### config.mk
export PLATFORM = sky130hd
export DESIGN_NAME = serial_cfg_port
export DESIGN_NICKNAME = d
export VERILOG_FILES = /design/src/rtl/cfgp_pkg.sv /design/src/rtl/cfgp_sync.sv /design/src/rtl/cfgp_frame_rx.sv /design/src/rtl/cfgp_latch_bank.sv /design/src/rtl/cfgp_readout.sv /design/src/rtl/serial_cfg_port.sv
export SDC_FILE = /design/constraint.sdc
export NUM_CORES = 1
export LEC_CHECK = 0
export BUFFER_PORTS_ARGS = -buffer_cell sky130_fd_sc_hd__buf_4
export CAP_MARGIN = 25
export CORE_UTILIZATION = 50
export DETAILED_ROUTE_END_ITERATION = 7
export PLACE_DENSITY = 0.84
export SETUP_SLACK_MARGIN = 0.5
export SYNTH_ARGS = -nofsm -noshare
export SYNTH_HDL_FRONTEND = slang
export SYNTH_SLANG_ARGS = --single-unit
### constraint.sdc
create_clock -name clk -period 2.8 [get_ports clk]
set_input_delay 0.7 -clock clk [delete_from_list [all_inputs] [get_ports clk]]
set_output_delay 0.7 -clock clk [all_outputs]
set_load 0.02 [all_outputs]
### src/rtl/cfgp_pkg.sv
package cfgp_pkg;
  typedef enum logic {
    OP_WRITE = 1'b0,
    OP_READ  = 1'b1
  } op_e;
endpackage

### src/rtl/cfgp_sync.sv
module cfgp_sync #(
  parameter int W      = 3,
  parameter int STAGES = 2
) (
  input  logic         clk,
  input  logic         rst,
  input  logic [W-1:0] d_i,
  output logic [W-1:0] q_o
);
  logic [STAGES-1:0][W-1:0] chain;

  always_ff @(posedge clk) begin
    if (rst) chain <= '0;
    else begin
      chain[0] <= d_i;
      for (int s = 1; s < STAGES; s++) chain[s] <= chain[s-1];
    end
  end

  assign q_o = chain[STAGES-1];
endmodule

### src/rtl/cfgp_frame_rx.sv
module cfgp_frame_rx
  import cfgp_pkg::*;
#(
  parameter int DATA_W = 12,
  parameter int ADDR_W = 3,
  localparam int FRAME_W = DATA_W + ADDR_W + 1
) (
  input  logic              clk,
  input  logic              rst,
  input  logic              bit_stb,
  input  logic              bit_val,
  input  logic              commit,
  output logic              wr_stb,
  output logic              rd_stb,
  output logic [ADDR_W-1:0] addr,
  output logic [DATA_W-1:0] data
);
  logic [FRAME_W-1:0] sr;

  always_ff @(posedge clk) begin
    if (rst) begin
      sr     <= '0;
      wr_stb <= 1'b0;
      rd_stb <= 1'b0;
      addr   <= '0;
      data   <= '0;
    end else begin
      wr_stb <= 1'b0;
      rd_stb <= 1'b0;
      if (bit_stb) sr <= {sr[FRAME_W-2:0], bit_val};
      if (commit) begin
        addr <= sr[ADDR_W:1];
        data <= sr[FRAME_W-1:ADDR_W+1];
        if (op_e'(sr[0]) == OP_READ) rd_stb <= 1'b1;
        else                         wr_stb <= 1'b1;
      end
    end
  end
endmodule

### src/rtl/cfgp_latch_bank.sv
module cfgp_latch_bank #(
  parameter int DATA_W = 12,
  parameter int ADDR_W = 3,
  localparam int NUM = 1 << ADDR_W
) (
  input  logic                  clk,
  input  logic                  rst,
  input  logic                  we,
  input  logic [ADDR_W-1:0]     waddr,
  input  logic [DATA_W-1:0]     wdata,
  input  logic [ADDR_W-1:0]     raddr,
  output logic [DATA_W-1:0]     rdata,
  output logic [NUM*DATA_W-1:0] flat_o
);
  logic [DATA_W-1:0] lat [NUM];

  for (genvar k = 0; k < NUM; k++) begin : g_lat
    always_ff @(posedge clk) begin
      if (rst)                               lat[k] <= '0;
      else if (we && waddr == ADDR_W'(k))    lat[k] <= wdata;
    end
    assign flat_o[k*DATA_W +: DATA_W] = lat[k];
  end

  assign rdata = lat[raddr];
endmodule

### src/rtl/cfgp_readout.sv
module cfgp_readout #(
  parameter int DATA_W = 12,
  localparam int CNT_W = $clog2(DATA_W + 1)
) (
  input  logic              clk,
  input  logic              rst,
  input  logic              load,
  input  logic [DATA_W-1:0] load_data,
  input  logic              shift,
  output logic              mfo,
  output logic              busy
);
  logic [DATA_W-1:0] sr;
  logic [CNT_W-1:0]  left;

  always_ff @(posedge clk) begin
    if (rst) begin
      sr   <= '0;
      left <= '0;
      mfo  <= 1'b0;
    end else begin
      if (load) begin
        sr   <= load_data;
        left <= CNT_W'(DATA_W);
      end else if (shift && left != '0) begin
        sr   <= {sr[DATA_W-2:0], 1'b0};
        left <= left - 1'b1;
      end
      mfo <= (left != '0) & sr[DATA_W-1];
    end
  end

  assign busy = (left != '0);
endmodule

### src/rtl/serial_cfg_port.sv
module serial_cfg_port #(
  parameter int DATA_W      = 12,
  parameter int ADDR_W      = 3,
  parameter int SYNC_STAGES = 2,
  localparam int NUM_LATCH  = 1 << ADDR_W
) (
  input  logic                        clk,
  input  logic                        rst,
  input  logic                        sclk_i,
  input  logic                        sdta_i,
  input  logic                        sden_i,
  output logic                        mfo_o,
  output logic [NUM_LATCH*DATA_W-1:0] cfg_o
);
  logic [2:0]        pins_s;
  logic              sclk_q, sden_q;
  logic              sclk_rise, sclk_fall, sden_rise;
  logic              wr_stb, rd_stb, rd_busy;
  logic [ADDR_W-1:0] f_addr;
  logic [DATA_W-1:0] f_data, rd_word;

  cfgp_sync #(.W(3), .STAGES(SYNC_STAGES)) u_sync (
    .clk(clk), .rst(rst),
    .d_i({sden_i, sdta_i, sclk_i}),
    .q_o(pins_s)
  );

  always_ff @(posedge clk) begin
    if (rst) begin
      sclk_q <= 1'b0;
      sden_q <= 1'b0;
    end else begin
      sclk_q <= pins_s[0];
      sden_q <= pins_s[2];
    end
  end

  assign sclk_rise =  pins_s[0] & ~sclk_q;
  assign sclk_fall = ~pins_s[0] &  sclk_q;
  assign sden_rise =  pins_s[2] & ~sden_q;

  cfgp_frame_rx #(.DATA_W(DATA_W), .ADDR_W(ADDR_W)) u_rx (
    .clk(clk), .rst(rst),
    .bit_stb(sclk_rise), .bit_val(pins_s[1]), .commit(sden_rise),
    .wr_stb(wr_stb), .rd_stb(rd_stb), .addr(f_addr), .data(f_data)
  );

  cfgp_latch_bank #(.DATA_W(DATA_W), .ADDR_W(ADDR_W)) u_bank (
    .clk(clk), .rst(rst),
    .we(wr_stb), .waddr(f_addr), .wdata(f_data),
    .raddr(f_addr), .rdata(rd_word), .flat_o(cfg_o)
  );

  cfgp_readout #(.DATA_W(DATA_W)) u_out (
    .clk(clk), .rst(rst),
    .load(rd_stb), .load_data(rd_word), .shift(sclk_fall),
    .mfo(mfo_o), .busy(rd_busy)
  );
endmodule

Word level (Yosys, flattened, before mapping)
Memories as Yosys holds them, arrays and structs flattened. A register that Yosys moved wholly into a read port is not among the register bits.
Cells that the tools add are included.
{"block": "totals", "reg_bits": 58, "mem_bits_rw": 96, "out_inout_bits": 97, "elab_cells": 94, "memories": 1}
{"memory": "u_bank.lat", "words": 8, "width": 12, "read_ports": 9, "rd_clocked_by_memory_dff": 1, "write_ports": 8, "line_no": "cfgp_latch_bank.sv:15", "text": "logic [DATA_W-1:0] lat [NUM];"}
{"block": "op_classes", "add_sub_neg": 1, "reduce_logical": 14, "n_eq_ne": 7, "n_bitwise": 16, "muxes": 42}
{"cell": "$mux 12", "count": 10}
{"cell": "$mux 1", "count": 28}
{"cell": "$eq 3x3->1 const B", "count": 4}
{"cell": "$logic_and 1x1->1", "count": 9}
{"cell": "$mux 4", "count": 2}
{"cell": "$or 1x1->1", "count": 8}
{"cell": "$eq 3x2->1 const B", "count": 2}
{"cell": "$mux 3", "count": 2}
{"cell": "$and 1x1->1", "count": 4}
{"cell": "$not 1->1", "count": 4}
{"cell": "$reduce_bool 4->1", "count": 1}
{"cell": "$reduce_or 2->1", "count": 2}
{"cell": "$sub 4x1->4 const B", "count": 1}
{"cell": "$eq 3x1->1 const B", "count": 1}
{"cell": "$logic_not 3->1", "count": 1}
{"cell": "$reduce_bool 2->1", "count": 1}

Logic depth before layout (Yosys ltp)
{"block": "logic_depth", "ltp_word": 6, "ltp_mapped": 8, "mapped_depth_nobuf": 6}

Hierarchy
Synthesis repeated with hierarchy kept, for this count alone.
{"block": "unflattened", "cells_unflattened": 508, "hier_area_um2": 6747.7}
{"module": "cfgp_latch_bank", "n_inst": 1, "cells_each": 284, "area_each_um2": 4419.2, "seq_area_each_um2": 2882.8}
{"module": "cfgp_frame_rx", "n_inst": 1, "cells_each": 105, "area_each_um2": 1186.1, "seq_area_each_um2": 660.6}
{"module": "cfgp_readout", "n_inst": 1, "cells_each": 97, "area_each_um2": 890.9, "seq_area_each_um2": 340.3}
{"module": "cfgp_sync", "n_inst": 1, "cells_each": 15, "area_each_um2": 180.2, "seq_area_each_um2": 120.1}
{"module": "serial_cfg_port", "n_inst": 1, "cells_each": 7, "area_each_um2": 71.3, "seq_area_each_um2": 40.0}

Worst setup path before layout
Ideal clock, no wire load.
{"block": "synth_timing", "kind": "input-to-reg", "from": "in rst", "to": "mem u_bank.lat[7][0] (enable)", "n_path_buf": 1, "setup_slack_ns": 1.099, "required_time_ns": 2.441, "path_stages": 2, "arrival_time_ns": 1.342, "cell_sequence": "clkbuf_1 > nand2b_1"}
{"item": "start: declaration", "line_no": "serial_cfg_port.sv:8", "text": "input logic rst,"}
{"item": "end: declaration", "line_no": "cfgp_latch_bank.sv:15"}

==> results.ini <==
[sta]
worst_slew_pin_slew_ps = 1020
slew_headroom = 0.316
rsz0062_at_grt = no
setup_slack_ps = 726
setup_violations = 0
fin_crit_sh = 0.741
finClkSkew_ps = 8.58
finalSetupTns_ps = 0
hold_viol = 0
worst_hold_slack_ps = 441
finalCriticalPeriod_ps = 2070
slew_viol_final = 0
max_freq_mhz = 482

[worst_setup_path]
endpoint = u_bank.lat[2][2]
cp_data_arrival_time_ps = 2130
rrSetupSlack_ps = 730
critPathCaptureType = flip-flop
crit_type = reg -> reg
r2r-start = u_rx.addr[2]
cp_max_fo = 13
critPathRequiredTime_ps = 2860
startpoint_type = flip-flop
reg2reg_depth = 3
startpoint = u_rx.addr[2]
r2r-end = u_bank.lat[2][2]

[job]
drv_cap = 0

[routing]
vias_per_cell = 5.62
via_count = 4497
drc = 0
dr.pass1.iters = 5
drt-total-wl_mm = 15.6
drtAntennaViolNets = 0
wl_per_cell_um = 19.5
drt-initial-drc-count = 509

[logic_synthesis]
seq_area_frac_synth = 0.638
synth.cell_area_mm2 = 0.00643
synthTopCellsByArea = edfxtp_1, dfxtp_1, nor2_1, mux2i_1, mux4_1
synth-main-ff-cell = edfxtp_1
syn_area_per_cell_um2 = 12.2
ys_warn_count = 0
synth.net_count = 536
yosys_register_bits = 157
synth_most_common_cell = nor2_1
synth_cell_types = 33
synthArstFlopShare = 0
yosys-top-cells-count = nor2_1, edfxtp_1, dfxtp_1
synth_top_area_frac = 0.448
synth-edff-count = 96
yosys.area.top_type = edfxtp_1
syn-instance-count = 529

[cells_and_area]
final_cells = 800
final_nets = 622
fill_cells = 921
synthToLayoutAreaGrowth_pct = 22.1
stdcell_area_mm2 = 0.00786
finish.utilization = 0.625
num_antenna_cells = 0
drive_above_1_share = 0.260

[min_path]
hold_path.class = reg -> reg

[floorplanning]
die_h_um = 115
ios = 102
core_mm2 = 0.0126
initial_utilization = 0.512
rows = 41
die_area_mm2 = 0.0133
dieWidth_um = 115

[global_routing]
grt_use_total = 0.248
grt.busiest_layer = met2
antenna_found_initial = 0
grt_max_degree = 41
use_met1 = 0.307
grt_use_met2 = 0.414
grt_util_met3 = 0.0554
overflow = 0
grt_pass1_vias = 4412
grt_pass1_wl_mm = 24.0

[place]
port_buffers = 101
gp_congestion = 0.871
dpl_cell_area_mm2 = 0.00725
preCtsSetupSlack_ps = 715
dp_hpwl_mm = 10.9
dp.cells = 768

[clock_network]
cts_tree = built
htree_levels = 4
clockRootBuffer = clkbuf_16
cts_max_path_buffers = 2
post_cts_buffers = 0
clkSinkCount = 157
insertion_delay_ps = 430
cts.clk_slew.worst_paths_ps = 60
cts_buffers = 17

[outcome]
status = finished clean

[power_and_ir_drop]
leakage_nw = 2.89
totalPowerFinal_mw = 5.15
vdd_drop_max_uv = 450
power_density_mw_per_mm2 = 656

-- cell families after synthesis --
group,share of synthesized area
adders and majority gates,0.00389
muxes,0.106
DFF,0.638
AOI/OAI and AO/OA,0.0706
buffers and inverters,0.0397
and+or+nand+nor,0.139
xor gates and xnor gates,0.00272
-- power breakdown --
group / switching [mW] / internal, mW / total, mW
Combinational: 0.174 / 0.0962 / 0.270
Clock: 0.902 / 1.43 / 2.33
Sequential: 0.0422 / 2.51 / 2.55
-- worst min-delay path by stage --
stage                          endpoint  cells past startpoint  slack, ps            start
after floorplan           u_sync.q_o[0]                      1        410  u_sync.chain[0]
after global placement    u_sync.q_o[2]                      1        420  u_sync.chain[2]
after detailed placement  u_sync.q_o[2]                      1        430  u_sync.chain[2]
after CTS                 u_sync.q_o[2]                      1        440  u_sync.chain[2]
after global routing      u_sync.q_o[2]                      1        450  u_sync.chain[2]
final                     u_sync.q_o[2]                      1        440  u_sync.chain[2]
-- flip-flops by register name, indices dropped and copies added, names as in the netlist, named ones only --
name / flops
u_bank.lat: 96
u_out.left: 4
u_rx.data: 12
u_rx.rd_stb: 1
u_out.sr: 12
u_out.mfo: 1
u_rx.addr: 3
u_sync.chain: 3
u_sync.q_o: 3
u_rx.sr: 16
sclk_q: 1
sden_q: 1
u_rx.wr_stb: 1
-- critical path, stage by stage, from the launching register on --
cell	delay, ps
dfxtp_1	370
nor2_1	160
nand3_1	470
nand2b_1	710
-- cells in the final DEF, fill, tap and decap left out, types with 2 or more instances in the layout --
cell         n
nor2_1     116
buf_4      111
edfxtp_1    96
dfxtp_1     60
mux2i_1     39
nand2_1     35
a21oi_1     28
nand2b_1    22
clkbuf_16   20
o21ai_1     19
nor2b_1     14
a221oi_2    10
mux4_2       6
mux4_1       6
inv_1        5
nand3_1      4
o21ai_0      4
inv_4        3
or2_2        2
nor3b_2      2
a221oi_1     2
a211oi_1     2
xnor2_1      2
ha_1         2
clkinv_2     2
clkbuf_1     2
clkbuf_8     2
-- metal layers --
metal | wire length, um | vias to the layer above
met3 | 1290 | 37
met5 | 0 | -
met1 | 6020 | 2172
li1 | - | 2027
met2 | 7920 | 261
met4 | 397 | 0
-- repair_timing --
item                       in CTS  in global routing
gates resized for setup         0                  1
setup endpoints to repair       0                 12
hold buffers                    0                  0
-- final cells by class --
type / count / area [um^2] / share of cell area
repair buffers: 111 / 833 / 0.106
clock inverters: 8 / 71.3 / 0.00908
well taps: 172 / 215 / 0.0274
inverters: 5 / 18.8 / 0.00239
multi-input cells: 323 / 2080 / 0.264
flip-flops and latches: 157 / 4110 / 0.523
clock buffers: 24 / 536 / 0.0682
(Power assumes the default switching activity.)
